### src/rtl/sg_list_walker.sv
module sg_list_walker #(
  parameter int MAX_ENTRIES = 256
) (
  input  logic        clk,
  input  logic        rst_n,
  input  logic        cmd_wr,
  input  logic [31:0] cmd_data,
  input  logic [31:0] src_addr,
  input  logic [31:0] src_len,
  input  logic        done_clr,
  output logic        mem_req,
  output logic [31:0] mem_addr,
  input  logic        mem_valid,
  input  logic [31:0] mem_rdata,
  input  logic        mem_err,
  output logic        seg_valid,
  input  logic        seg_ready,
  output logic [31:0] seg_addr,
  output logic [30:0] seg_len,
  output logic        seg_last,
  output logic        busy,
  output logic        done,
  output logic        len_mismatch,
  output logic        err_access,
  output logic        err_overflow,
  output logic        irq
);
  localparam int CW = $clog2(MAX_ENTRIES + 1);
  localparam int SW = 31 + CW;
  localparam logic [31:0] AMASK = 32'h7FFF_FFF8;

  typedef enum logic [2:0] {S_IDLE, S_REQ_LEN, S_WAIT_LEN, S_REQ_ADR, S_WAIT_ADR, S_SEG} st_t;

  st_t          st;
  logic [31:0]  base, total;
  logic [CW-1:0] idx;
  logic [SW-1:0] sum;
  logic         sg_mode, ien;

  wire [SW-1:0] sum_next = sum + SW'(seg_len);
  wire [CW-1:0] idx_next = idx + CW'(1);

  logic unused_bits;
  assign unused_bits = ^{cmd_data[31:19], cmd_data[17:10], cmd_data[8:0]};

  assign busy      = (st != S_IDLE);
  assign seg_valid = (st == S_SEG);
  assign mem_req   = (st == S_REQ_LEN) || (st == S_REQ_ADR);
  assign mem_addr  = base + (32'(idx) << 3) + ((st == S_REQ_ADR) ? 32'd4 : 32'd0);
  assign irq       = done & ien;

  always_ff @(posedge clk) begin
    if (!rst_n) begin
      st <= S_IDLE;
      base <= '0;
      total <= '0;
      idx <= '0;
      sum <= '0;
      sg_mode <= 1'b0;
      ien <= 1'b0;
      seg_addr <= '0;
      seg_len <= '0;
      seg_last <= 1'b0;
      done <= 1'b0;
      len_mismatch <= 1'b0;
      err_access <= 1'b0;
      err_overflow <= 1'b0;
    end else begin
      if (done_clr) done <= 1'b0;
      case (st)
        S_IDLE: if (cmd_wr) begin
          ien <= cmd_data[9];
          sg_mode <= cmd_data[18];
          done <= 1'b0;
          len_mismatch <= 1'b0;
          err_access <= 1'b0;
          err_overflow <= 1'b0;
          total <= src_len;
          base <= src_addr & AMASK;
          idx <= '0;
          sum <= '0;
          if (cmd_data[18]) st <= S_REQ_LEN;
          else begin
            seg_addr <= src_addr;
            seg_len <= src_len[30:0];
            seg_last <= 1'b1;
            st <= S_SEG;
          end
        end
        S_REQ_LEN: st <= S_WAIT_LEN;
        S_WAIT_LEN: if (mem_valid) begin
          if (mem_err) begin
            err_access <= 1'b1;
            st <= S_IDLE;
          end else begin
            seg_len <= mem_rdata[30:0];
            seg_last <= mem_rdata[31];
            st <= S_REQ_ADR;
          end
        end
        S_REQ_ADR: st <= S_WAIT_ADR;
        S_WAIT_ADR: if (mem_valid) begin
          if (mem_err) begin
            err_access <= 1'b1;
            st <= S_IDLE;
          end else begin
            seg_addr <= mem_rdata & AMASK;
            st <= S_SEG;
          end
        end
        S_SEG: if (seg_ready) begin
          sum <= sum_next;
          if (seg_last) begin
            done <= 1'b1;
            len_mismatch <= sg_mode && (64'(sum_next) != 64'(total));
            st <= S_IDLE;
          end else if (idx_next == CW'(MAX_ENTRIES)) begin
            err_overflow <= 1'b1;
            st <= S_IDLE;
          end else begin
            idx <= idx_next;
            st <= S_REQ_LEN;
          end
        end
        default: st <= S_IDLE;
      endcase
    end
  end

  assert_one_outstanding_R1: assert property (@(posedge clk) disable iff (!rst_n)
    mem_req |=> !mem_req);
  assert_seg_align_R3: assert property (@(posedge clk) disable iff (!rst_n)
    (seg_valid && sg_mode) |-> ((seg_addr & ~AMASK) == 32'd0));
  assert_seg_hold_R4: assert property (@(posedge clk) disable iff (!rst_n)
    (seg_valid && !seg_ready) |=> (seg_valid && $stable(seg_addr) && $stable(seg_len) && $stable(seg_last)));
  assert_no_mem_direct_R7: assert property (@(posedge clk) disable iff (!rst_n)
    mem_req |-> sg_mode);
  assert_irq_needs_done_R8: assert property (@(posedge clk) disable iff (!rst_n)
    irq |-> done);
  assert_err_excludes_done_R9: assert property (@(posedge clk) disable iff (!rst_n)
    (err_access || err_overflow) |-> !done);
endmodule

### config.mk
export PLATFORM = sky130hd
export DESIGN_NAME = sg_list_walker
export DESIGN_NICKNAME = d
export VERILOG_FILES = /design/src/rtl/sg_list_walker.sv
export SDC_FILE = /design/constraint.sdc
export NUM_CORES = 1
export LEC_CHECK = 0
export ABC_CLOCK_PERIOD_IN_PS = 5600
export BUFFER_PORTS_ARGS = -buffer_cell sky130_fd_sc_hd__buf_2
export CAP_MARGIN = 20
export CORE_MARGIN = 8
export CORE_UTILIZATION = 50
export CTS_CLUSTER_DIAMETER = 120
export DETAILED_ROUTE_END_ITERATION = 10
export PLACE_DENSITY = 0.71
export SLEW_MARGIN = 15
export SYNTH_ARGS = -nofsm -noshare
export SYNTH_HDL_FRONTEND = slang
export SYNTH_SLANG_ARGS = --single-unit
export TNS_END_PERCENT = 5
### constraint.sdc
create_clock -name clk -period 5.6 [get_ports clk]
set_clock_uncertainty 0.05 [all_clocks]
set_input_delay 1.12 -clock clk [delete_from_list [all_inputs] [get_ports clk]]
set_output_delay 1.12 -clock clk [all_outputs]
set_load 0.01 [all_outputs]
==> flow_summary.ini, run 1 <==
[route]
wirelength_um = 39600
vias_per_cell = 5.94
dr.pass1.iters = 7
vias = 11300
avgRoutedWirePerCell_um = 20.8
initial_drc_count = 853
drt_drc_violations_left = 0
postRouteAntennaNets = 0

[timing]
rsz_0062_raised_after_global_routing = false
timing.max_slew.rel_slack_pct = 37.8
final-setup-viol-count = 0
share_of_the_clock_period_used_by_the_worst_path_pct = 91.8
fmax_ghz = 0.195
final_max_slew_viol_count = 0
period_needed_ns = 5.14
timing_worst_slew_pin_value_ns = 0.930
number_of_hold_violations_in_the_final_report = 0
setup_tns_final_ns = 0

[worst_setup_path]
critical_path.max_stage_delay_ns = 0.42
worst_setup_path_end_kind = output pin
worstPathArrival_ns = 3.97
timing.reg2reg.worst_path_depth = 13
critical_path_class = reg2out
path_cells = ha_1 -> inv_1 -> fa_1 -> nor2b_1 -> o21ai_0 -> a21boi_0 -> o21ai_0 -> a21boi_0 -> o21ai_0 -> a21boi_0 -> o2111ai_1 -> nor3_1 -> xor2_1 -> buf_2
critical_path.max_fanout = 6
critical_path.startpoint_type = flip-flop
worst_path_cell_with_the_longest_stage_delay = sky130_fd_sc_hd__dfxtp_1
critPathRequiredTime_ns = 4.43

[cts]
cts_made_buffers = 17
cts_setup_buffers = 0
tritoncts = built
cts.clk_slew.worst_paths_ns = 0.08
clock_insertion_delay_worst_skew_ns = 0.45
h_tree_levels = 4
hold_fix_buffers_cts = 0
clk_root_buffer_cell = sky130_fd_sc_hd__clkbuf_16
clock_sink_count = 182
cts.path.max_buffers = 2
cts_repair_resize_count = 0

[grt]
grt_pass1_wl_um = 61900
first_global_vias = 11200
gr-total-overflow = 0
total_routing_usage_reported_by_global_routing_pct = 27.4
antenna_violations_before_repair = 8
grt_start_max_net_pins = 84

[hold_path]
number_of_instances_on_the_worst_hold_path = 2
hold_path.class = reg2reg

[synthesis]
netlist.area_leader.share_pct = 31.4
yosysWarnings = 0
cell_area_after_synthesis_sq_mm = 0.0116
postSynthAreaPerCell_sq_um = 7.86
netlist_instances = 1474
synth.distinct_cells = 84
ffs_latches_synth = 182
ys.flop_type = sky130_fd_sc_hd__dfxtp_1
seq_area_frac_synth_pct = 31.4
synth_top_cells_by_area = sky130_fd_sc_hd__dfxtp_1 31%, sky130_fd_sc_hd__nand2_1 9.4%, sky130_fd_sc_hd__o211a_1 4.7%, sky130_fd_sc_hd__ha_1 4.4%, sky130_fd_sc_hd__xnor2_1 3.8%
synth_enable_flop_cells = 0
synth.largest_area_cell = sky130_fd_sc_hd__dfxtp_1
synthArstFlopShare_pct = 0

[pwr]
total_power_mw = 5.12
vdd_ir_drop_max_uv = 255
power_per_cell_area_mw_per_mm2 = 385
p_leak_nw = 6.08

[floorplan]
floorplan.core_area_sq_mm = 0.0227
ioPinCount = 239
fp.dieArea_sq_mm = 0.0283
die_h_um = 168
floorplan.initialDensity_pct = 51.0
die_w_um = 168
number_of_rows_created_at_floorplan = 55

[place]
globalplace.congestion = 0.936
dp.final_hpwl_um = 30400
port_buffers = 206

[finish]
nNetsFinal = 1784
multiInputGateArea_sq_mm = 0.00740
drive_gt1_share_pct = 17.0
synthToLayoutAreaGrowth_pct = 14.6
num-fill-cells = 2161
sequential_cell_area_sq_mm = 0.00364

[outcome]
status = completed

[job]
max-cap-violations = 0
cell families after synthesis:
group / synth area share [%]
fa+ha+maj: 4.86
mux: 3.04
buf+inv: 4.96
other cells: 0.0323
simple gates: 24.7
compound gates: 24.0
flops: 31.4
xor+xnor: 6.98
cells in the mapped netlist, types with 6 or more instances:
library cell and n:
sky130_fd_sc_hd__a211oi_1 16, sky130_fd_sc_hd__o21a_1 11, sky130_fd_sc_hd__ha_1 41, sky130_fd_sc_hd__a21boi_0 57, sky130_fd_sc_hd__and3_1 11, sky130_fd_sc_hd__xor2_1 32, sky130_fd_sc_hd__a31oi_1 10, sky130_fd_sc_hd__and2_1 13
sky130_fd_sc_hd__o211a_1 55, sky130_fd_sc_hd__nor2b_1 41, sky130_fd_sc_hd__o21ai_0 52, sky130_fd_sc_hd__a22oi_1 27, sky130_fd_sc_hd__o22ai_1 8, sky130_fd_sc_hd__nor2_1 77, sky130_fd_sc_hd__buf_4 13, sky130_fd_sc_hd__nand4_1 28
sky130_fd_sc_hd__nor3b_1 8, sky130_fd_sc_hd__dfxtp_1 182, sky130_fd_sc_hd__buf_1 11, sky130_fd_sc_hd__a21oi_1 86, sky130_fd_sc_hd__mux2i_1 33, sky130_fd_sc_hd__inv_1 29, sky130_fd_sc_hd__nand2_1 289, sky130_fd_sc_hd__or3_1 6
sky130_fd_sc_hd__nand3_1 55, sky130_fd_sc_hd__nor4_1 10, sky130_fd_sc_hd__a21o_1 10, sky130_fd_sc_hd__clkbuf_1 67, sky130_fd_sc_hd__nor3_1 22, sky130_fd_sc_hd__xnor2_1 50, sky130_fd_sc_hd__buf_2 13, sky130_fd_sc_hd__nand2b_1 13
flip-flops by register name (all words and copies together) (netlist names):
signal / flops
ien: 1
base: 28
err_overflow: 1
err_access: 1
idx: 9
seg_len: 31
len_mismatch: 1
sg_mode: 1
seg_addr: 32
st: 3
done: 1
sum: 40
total: 32
seg_last: 1
cell usage in the layout (no fill, tap or decap), types with 8 or more instances in the layout:
master,n
sky130_fd_sc_hd__o211a_1,55
sky130_fd_sc_hd__mux2i_1,33
sky130_fd_sc_hd__a21boi_0,57
sky130_fd_sc_hd__nor2b_1,41
sky130_fd_sc_hd__nor3_1,20
sky130_fd_sc_hd__o21ai_0,52
sky130_fd_sc_hd__clkbuf_16,17
sky130_fd_sc_hd__o21a_1,11
sky130_fd_sc_hd__a22oi_1,27
sky130_fd_sc_hd__a211oi_1,16
sky130_fd_sc_hd__nand2b_1,13
sky130_fd_sc_hd__nor4_1,10
sky130_fd_sc_hd__nand4_1,28
sky130_fd_sc_hd__nor2_1,76
sky130_fd_sc_hd__o22ai_1,8
sky130_fd_sc_hd__a21o_1,10
sky130_fd_sc_hd__xor2_1,32
sky130_fd_sc_hd__inv_1,29
sky130_fd_sc_hd__nand2_1,288
sky130_fd_sc_hd__a21oi_1,86
sky130_fd_sc_hd__ha_1,41
sky130_fd_sc_hd__buf_4,10
sky130_fd_sc_hd__dfxtp_1,182
sky130_fd_sc_hd__xnor2_1,50
sky130_fd_sc_hd__a31oi_1,10
sky130_fd_sc_hd__nand3_1,55
sky130_fd_sc_hd__and2_1,12
sky130_fd_sc_hd__and3_1,11
sky130_fd_sc_hd__buf_2,205
stage by stage:
step	hold WS, ns	setup slack (ns)	std cells	instance area, sq um	util (%)
6_report	0.414	0.461	1906	13300	58.5
3_5_place_dp	0.408	1.04	1872	12700	55.7
4_1_cts	0.419	0.477	1904	13300	58.5
2_1_floorplan	0.387	1.59	1475	11600	-
5_1_grt	0.440	0.156	1906	13300	58.5
3_3_place_gp	0.398	1.14	1870	12600	55.5
cell type report:
type	count	area share, %
diodes	2	0.0377
clock buffers	17	3.20
clock inverters	15	1.49
inverters	29	0.819
multi-input cells	1159	55.7
flip-flops and latches	182	27.4
well taps	285	2.68
repair buffers	217	8.61
per-layer routing:
metal | GRT usage, % | vias up | routed length (um)
met5 | 0 | - | 62
met4 | 8.58 | 10 | 916
met3 | 7.53 | 63 | 3100
met2 | 43.8 | 357 | 18200
met1 | 35.3 | 5382 | 17400
li1 | - | 5506 | -
where the power goes:
part / leakage, nW / switching [mW] / internal, mW
Clock: 0.303 / 0.648 / 0.618
Sequential: 1.48 / 0.252 / 1.54
Combinational: 4.29 / 1.27 / 0.788
final timing paths:
check             start      endpoint  slack [ns]
max              idx[0]  mem_addr[29]        0.46
min             sg_mode       sg_mode        0.41
max reg2reg  seg_len[0]  len_mismatch        1.51
min reg2reg     sg_mode       sg_mode        0.41
worst max-delay path: cells and delay by family, from the launching register on:
family	cells	cell delay (ns)
AOI/OAI and AO/OA	7	1.72
adders and majority gates	2	0.60
DFF	1	0.42
and+or+nand+nor	2	0.40
buffers and inverters	2	0.21
xor gates and xnor gates	1	0.19
Note: power is estimated with default switching activity, not from simulation.
==> inputs of run 2 (changes only) <==
--- a/config.mk
+++ b/config.mk
@@ -6,13 +6,13 @@
 export NUM_CORES = 1
 export LEC_CHECK = 0
 export ABC_CLOCK_PERIOD_IN_PS = 5600
-export BUFFER_PORTS_ARGS = -buffer_cell sky130_fd_sc_hd__buf_2
 export CAP_MARGIN = 20
 export CORE_MARGIN = 8
 export CORE_UTILIZATION = 50
 export CTS_CLUSTER_DIAMETER = 120
 export DETAILED_ROUTE_END_ITERATION = 10
-export PLACE_DENSITY = 0.71
+export DONT_BUFFER_PORTS = 1
+export PLACE_DENSITY = 0.62
 export SLEW_MARGIN = 15
 export SYNTH_ARGS = -nofsm -noshare
 export SYNTH_HDL_FRONTEND = slang
==> flow_summary.ini, run 2 (same netlist as run 1, synthesis figures left out) <==
[worst_setup_path]
worst_setup_path_end_kind = output pin
startpoint = idx[0]
critical_path_class = reg2out
critPathRequiredTime_ns = 4.43
critical_path.max_fanout = 6
critical_path.startpoint_type = flip-flop
worstPathArrival_ns = 3.95
reg2reg_from = seg_len[0]

[grt]
busiest_layer = met2
gr-usage-met3_pct = 7.76
grt_util_met1_pct = 33.3
grt_pass1_wl_um = 59400
gr-total-overflow = 0
antenna_violations_before_repair = 0
total_routing_usage_reported_by_global_routing_pct = 26.7
grt_start_max_net_pins = 152
first_global_vias = 9993
grt_util_met2_pct = 43.2

[cts]
cts_made_buffers = 17
hold_fix_buffers_cts = 0
clk_root_buffer_cell = sky130_fd_sc_hd__clkbuf_16
clock_sink_count = 182
cts.path.max_buffers = 2
tritoncts = built
h_tree_levels = 4
cts_setup_buffers = 0
cts_repair_resize_count = 0
cts.clk_slew.worst_paths_ns = 0.08
clock_insertion_delay_worst_skew_ns = 0.45

[timing]
fmax_ghz = 0.195
share_of_the_clock_period_used_by_the_worst_path_pct = 91.4
setup_tns_final_ns = 0
number_of_hold_violations_in_the_final_report = 0
timing.max_slew.rel_slack_pct = 40.0
timing_worst_slew_pin_value_ns = 0.896
rsz_0062_raised_after_global_routing = false
final-setup-viol-count = 0
final.setup.worst_slack_ns = 0.481
final_max_slew_viol_count = 0
period_needed_ns = 5.12
fin_worst_hold_slack_ns = 0.411

[route]
avgRoutedWirePerCell_um = 22.8
vias_per_cell = 6.20
wirelength_um = 38700
postRouteAntennaNets = 0
drt_drc_violations_left = 0
vias = 10500
dr.pass1.iters = 5
initial_drc_count = 846

[finish]
mostFrequentLayoutCell = sky130_fd_sc_hd__nand2_1
num-fill-cells = 2255
antennaDiodeCount = 0
largest_reg_flops = 40
top_register = sum
most-common-layout-cells = 288 x sky130_fd_sc_hd__nand2_1, 182 x sky130_fd_sc_hd__dfxtp_1, 86 x sky130_fd_sc_hd__a21oi_1
drive_gt1_share_pct = 4.82
synthToLayoutAreaGrowth_pct = 5.55
sequential_cell_area_sq_mm = 0.00364
biggestRegsByFlops = sum (40), seg_addr (32), total (32)
multiInputGateArea_sq_mm = 0.00740
nNetsFinal = 1577

[place]
globalplace.congestion = 0.929
dp_slack_ns = 0.953
port_buffers = 0
dp.final_hpwl_um = 29300

[pwr]
power_per_cell_area_mw_per_mm2 = 402
p_leak_nw = 5.13
vdd_ir_drop_max_uv = 205

[floorplan]
number_of_rows_created_at_floorplan = 55
die_h_um = 168
fp.dieArea_sq_mm = 0.0283
ioPinCount = 239
floorplan.core_area_sq_mm = 0.0227
floorplan.initialDensity_pct = 51.0
die_w_um = 168

[job]
max-cap-violations = 0

[outcome]
status = completed

[hold_path]
launch_instance_of_the_worst_min_delay_path = ien
hold_path.class = reg2reg
[run 2: cell types whose count changed in the layout (fill, tap and decap cells not counted)]
| cell | change |
|---|---|
| sky130_fd_sc_hd__inv_8 | -2 |
| sky130_fd_sc_hd__clkbuf_8 | +1 |
| sky130_fd_sc_hd__clkinv_2 | -1 |
| sky130_fd_sc_hd__bufinv_16 | +1 |
| sky130_fd_sc_hd__inv_6 | +3 |
| sky130_fd_sc_hd__buf_4 | -1 |
| sky130_fd_sc_hd__buf_2 | -205 |
| sky130_fd_sc_hd__inv_12 | -3 |
| sky130_fd_sc_hd__buf_16 | -1 |
| sky130_fd_sc_hd__clkinv_4 | -1 |
| sky130_fd_sc_hd__clkinv_8 | +2 |
| sky130_fd_sc_hd__diode_2 | -2 |
[run 2: power by group]
part / total, mW / switching [mW] / internal, mW
combinational: 1.73 / 1.09 / 0.638
clock: 1.30 / 0.632 / 0.664
sequential: 1.89 / 0.352 / 1.54
[run 2: layout make-up]
| type | instances | share of cell area, % |
|---|---|---|
| clock inverters | 14 | 1.65 |
| flip-flops and latches | 182 | 29.8 |
| repair buffers | 10 | 0.675 |
| clock buffers | 18 | 3.59 |
| multi-input cells | 1159 | 60.5 |
| well taps | 285 | 2.91 |
| inverters | 29 | 0.890 |
[run 2: worst paths after layout]
path              cells after the start           end  slack, ns
setup / recovery                     13  mem_addr[29]       0.48
setup reg to reg                     13  len_mismatch       1.02
hold reg to reg                       2           ien       0.41
hold / removal                        2           ien       0.41
[run 2: stage by stage]
stage | utilization (%) | power [mW] | cell area [sq um] | instances
detailed placement | 51.0 | 3.64 | 11600 | 1664
global placement | 51.0 | 3.62 | 11600 | 1664
floorplan | - | 3.16 | 11600 | 1475
global route | 53.9 | 5.18 | 12200 | 1697
CTS | 53.8 | 4.93 | 12200 | 1696
finish | 53.9 | 4.92 | 12200 | 1697
[run 2: worst max-delay path, cell delays in order, from the launching register on]
cell	delay, ns
sky130_fd_sc_hd__dfxtp_1	0.40
sky130_fd_sc_hd__ha_1	0.21
sky130_fd_sc_hd__inv_1	0.06
sky130_fd_sc_hd__fa_1	0.41
sky130_fd_sc_hd__nor2b_1	0.12
sky130_fd_sc_hd__o21ai_0	0.10
sky130_fd_sc_hd__a21boi_0	0.24
sky130_fd_sc_hd__o21ai_0	0.15
sky130_fd_sc_hd__a21boi_0	0.24
sky130_fd_sc_hd__o21ai_0	0.14
sky130_fd_sc_hd__a21boi_0	0.44
sky130_fd_sc_hd__o2111ai_1	0.41
sky130_fd_sc_hd__nor3_1	0.29
sky130_fd_sc_hd__xor2_1	0.30
[run 2: per-layer routing]
layer  share of wire (%)  up-vias
met4                 2.6        0
met1                  42     5040
met2                  46      337
met5                   0        -
met3                 8.5       63
li1                    -     5085
==> inputs of run 3 (changes only) <==
--- a/config.mk
+++ b/config.mk
@@ -5,6 +5,7 @@
 export SDC_FILE = /design/constraint.sdc
 export NUM_CORES = 1
 export LEC_CHECK = 0
+export ABC_AREA = 1
 export ABC_CLOCK_PERIOD_IN_PS = 5600
 export CAP_MARGIN = 20
 export CORE_MARGIN = 8
==> flow_summary.ini, run 3 <==
[synthesis]
most_common_cell_in_the_synthesized_netlist = sky130_fd_sc_hd__nand2_1
synth_enable_flop_cells = 0
seq_area_frac_synth_pct = 31.3
synth_commonest_cells = 547 x sky130_fd_sc_hd__nand2_1, 227 x sky130_fd_sc_hd__inv_1, 182 x sky130_fd_sc_hd__dfxtp_1
synth_top_cells_by_area = sky130_fd_sc_hd__dfxtp_1 31%, sky130_fd_sc_hd__nand2_1 18%, sky130_fd_sc_hd__inv_1 7.3%, sky130_fd_sc_hd__nand3_1 6.1%, sky130_fd_sc_hd__a21oi_1 5.7%
netlist.area_leader.share_pct = 31.3
synth.distinct_cells = 51
yosysWarnings = 0
ys.flop_type = sky130_fd_sc_hd__dfxtp_1
cell_area_after_synthesis_sq_mm = 0.0116
synthArstFlopShare_pct = 0
postSynthAreaPerCell_sq_um = 6.33
ffs_latches_synth = 182
synth.largest_area_cell = sky130_fd_sc_hd__dfxtp_1
netlist_instances = 1838

[cts]
cts_repair_resize_count = 0
cts_setup_buffers = 0
clock_sink_count = 182
h_tree_levels = 4
hold_fix_buffers_cts = 0
cts.clk_slew.worst_paths_ns = 0.08
tritoncts = built
cts_made_buffers = 17
clk_root_buffer_cell = sky130_fd_sc_hd__clkbuf_16
cts.path.max_buffers = 2
clock_insertion_delay_worst_skew_ns = 0.44

[pwr]
p_leak_nw = 5.72
power_per_cell_area_mw_per_mm2 = 429
total_power_mw = 5.32
vdd_ir_drop_max_uv = 295

[place]
dp.final_hpwl_um = 31300
dp_slack_ns = 1.64
globalplace.congestion = 0.923
port_buffers = 0

[worst_setup_path]
setup_slack_on_the_worst_flop_to_flop_path_ns = 2.39
worst_setup_path_end_kind = output pin
critPathRequiredTime_ns = 4.43
critical_path_class = reg2out
critical_path.max_fanout = 5
reg2reg_from = seg_len[0]
worstPathArrival_ns = 3.23
r2r-end = len_mismatch
critical_path.startpoint_type = flip-flop
timing.reg2reg.worst_path_depth = 21

[grt]
total_routing_usage_reported_by_global_routing_pct = 27.6
first_global_vias = 10700
antenna_violations_before_repair = 1
grt_start_max_net_pins = 128
gr-total-overflow = 0
grt_pass1_wl_um = 61200

[hold_path]
launch_instance_of_the_worst_min_delay_path = total[7]
number_of_instances_on_the_worst_hold_path = 2
hold_path.class = reg2reg
min_to = total[7]

[finish]
sequential_cell_area_sq_mm = 0.00364
mostFrequentLayoutCell = sky130_fd_sc_hd__nand2_1
largest_reg_flops = 40
top_register = sum
synthToLayoutAreaGrowth_pct = 6.67
multiInputGateArea_sq_mm = 0.00682
nNetsFinal = 1975
layout.core_utilization_pct = 53.6
num-fill-cells = 2431
drive_gt1_share_pct = 6.41
biggestRegsByFlops = sum (40), seg_addr (32), total (32)
most-common-layout-cells = 547 x sky130_fd_sc_hd__nand2_1, 226 x sky130_fd_sc_hd__inv_1, 182 x sky130_fd_sc_hd__dfxtp_1

[floorplan]
number_of_rows_created_at_floorplan = 56
die_w_um = 168
die_h_um = 168
fp.dieArea_sq_mm = 0.0284
ioPinCount = 239
floorplan.core_area_sq_mm = 0.0231
floorplan.initialDensity_pct = 50.3

[job]
max-cap-violations = 0

[timing]
fmax_ghz = 0.227
final_max_slew_viol_count = 0
timing.max_slew.rel_slack_pct = 27.8
number_of_hold_violations_in_the_final_report = 0
final.setup.worst_slack_ns = 1.20
fin_worst_hold_slack_ns = 0.409
timing_worst_slew_pin_value_ns = 1.08
share_of_the_clock_period_used_by_the_worst_path_pct = 78.6
rsz_0062_raised_after_global_routing = false
final-setup-viol-count = 0
setup_tns_final_ns = 0
period_needed_ns = 4.40

[route]
avgRoutedWirePerCell_um = 18.9
drt_drc_violations_left = 0
postRouteAntennaNets = 0
vias = 11700
dr.pass1.iters = 6
vias_per_cell = 5.57
wirelength_um = 39800
initial_drc_count = 891

[outcome]
status = completed
[run 3: changes by cell type in the layout (fill, tap and decap cells not counted), moves of 44 or more]
| cell | delta |
|---|---|
| sky130_fd_sc_hd__a21boi_0 | -56 |
| sky130_fd_sc_hd__a21oi_1 | +46 |
| sky130_fd_sc_hd__a31oi_1 | +50 |
| sky130_fd_sc_hd__inv_1 | +197 |
| sky130_fd_sc_hd__nand2_1 | +259 |
| sky130_fd_sc_hd__nand3_1 | +86 |
| sky130_fd_sc_hd__nor2_1 | +57 |
| sky130_fd_sc_hd__o211a_1 | -55 |
| sky130_fd_sc_hd__o21ai_0 | +77 |
| sky130_fd_sc_hd__xnor2_1 | -44 |
[run 3: cells by family after synthesis]
logic type | count (synthesis) | share of synthesized area, %
flops | 182 | 31.3
fa+ha+maj | 43 | 4.76
simple gates | 925 | 34.4
buf+inv | 304 | 10.1
compound gates | 341 | 15.8
xor+xnor | 42 | 3.53
other cells | 1 | 0.0323
[run 3: worst max-delay path by stage]
stage | start | end | slack, ns | cells past startpoint
floorplan | idx[0] | mem_addr[25] | 2.04 | 14
global route | idx[0] | mem_addr[27] | 0.90 | 15
CTS | idx[0] | mem_addr[25] | 1.16 | 14
global placement | idx[0] | mem_addr[25] | 1.68 | 14
finish | idx[0] | mem_addr[25] | 1.20 | 14
detailed placement | idx[0] | mem_addr[25] | 1.64 | 14
[run 3: stage by stage]
step           cells  cell area (sq um)
6_report        2102              12400
5_1_grt         2102              12400
4_1_cts         2100              12400
3_3_place_gp    2068              11800
3_5_place_dp    2068              11800
2_1_floorplan   1839              11600
[run 3: where the power goes]
group	leakage (nW)	switching (mW)	internal [mW]
registers	1.49	0.385	1.63
logic	3.93	1.40	0.619
clock network	0.296	0.586	0.701
[run 3: cell type report]
type,instances,area share (%)
Antenna cell,2,0.0404
Clock buffer,20,3.68
Clock inverter,12,1.31
Inverter,234,7.09
Multi-Input combinational cell,1353,55.0
Sequential cell,182,29.4
Tap cell,290,2.93
Timing Repair Buffer,9,0.545
[run 3: routing by layer]
layer / track usage, % / vias up / routed length [um]
met1: 34.7 / 5405 / 17100
met2: 44.9 / 397 / 18200
met4: 8.15 / 0 / 960
met5: 0 / - / 0
met3: 8.22 / 46 / 3620
li1: - / 5860 / -
[run 3: worst max-delay path: stages, from the launching register on]
cell                       delay (ns)
sky130_fd_sc_hd__dfxtp_1         0.42
sky130_fd_sc_hd__ha_1            0.20
sky130_fd_sc_hd__inv_1           0.06
sky130_fd_sc_hd__fa_1            0.40
sky130_fd_sc_hd__nand3b_1        0.17
sky130_fd_sc_hd__nand2_1         0.12
sky130_fd_sc_hd__a21oi_2         0.09
sky130_fd_sc_hd__o21ai_2         0.15
sky130_fd_sc_hd__nand2_1         0.10
sky130_fd_sc_hd__a21oi_2         0.22
sky130_fd_sc_hd__nand2_1         0.09
sky130_fd_sc_hd__nor2_2          0.15
sky130_fd_sc_hd__nand4_1         0.19
sky130_fd_sc_hd__nor2_1          0.16
sky130_fd_sc_hd__xor2_1          0.28
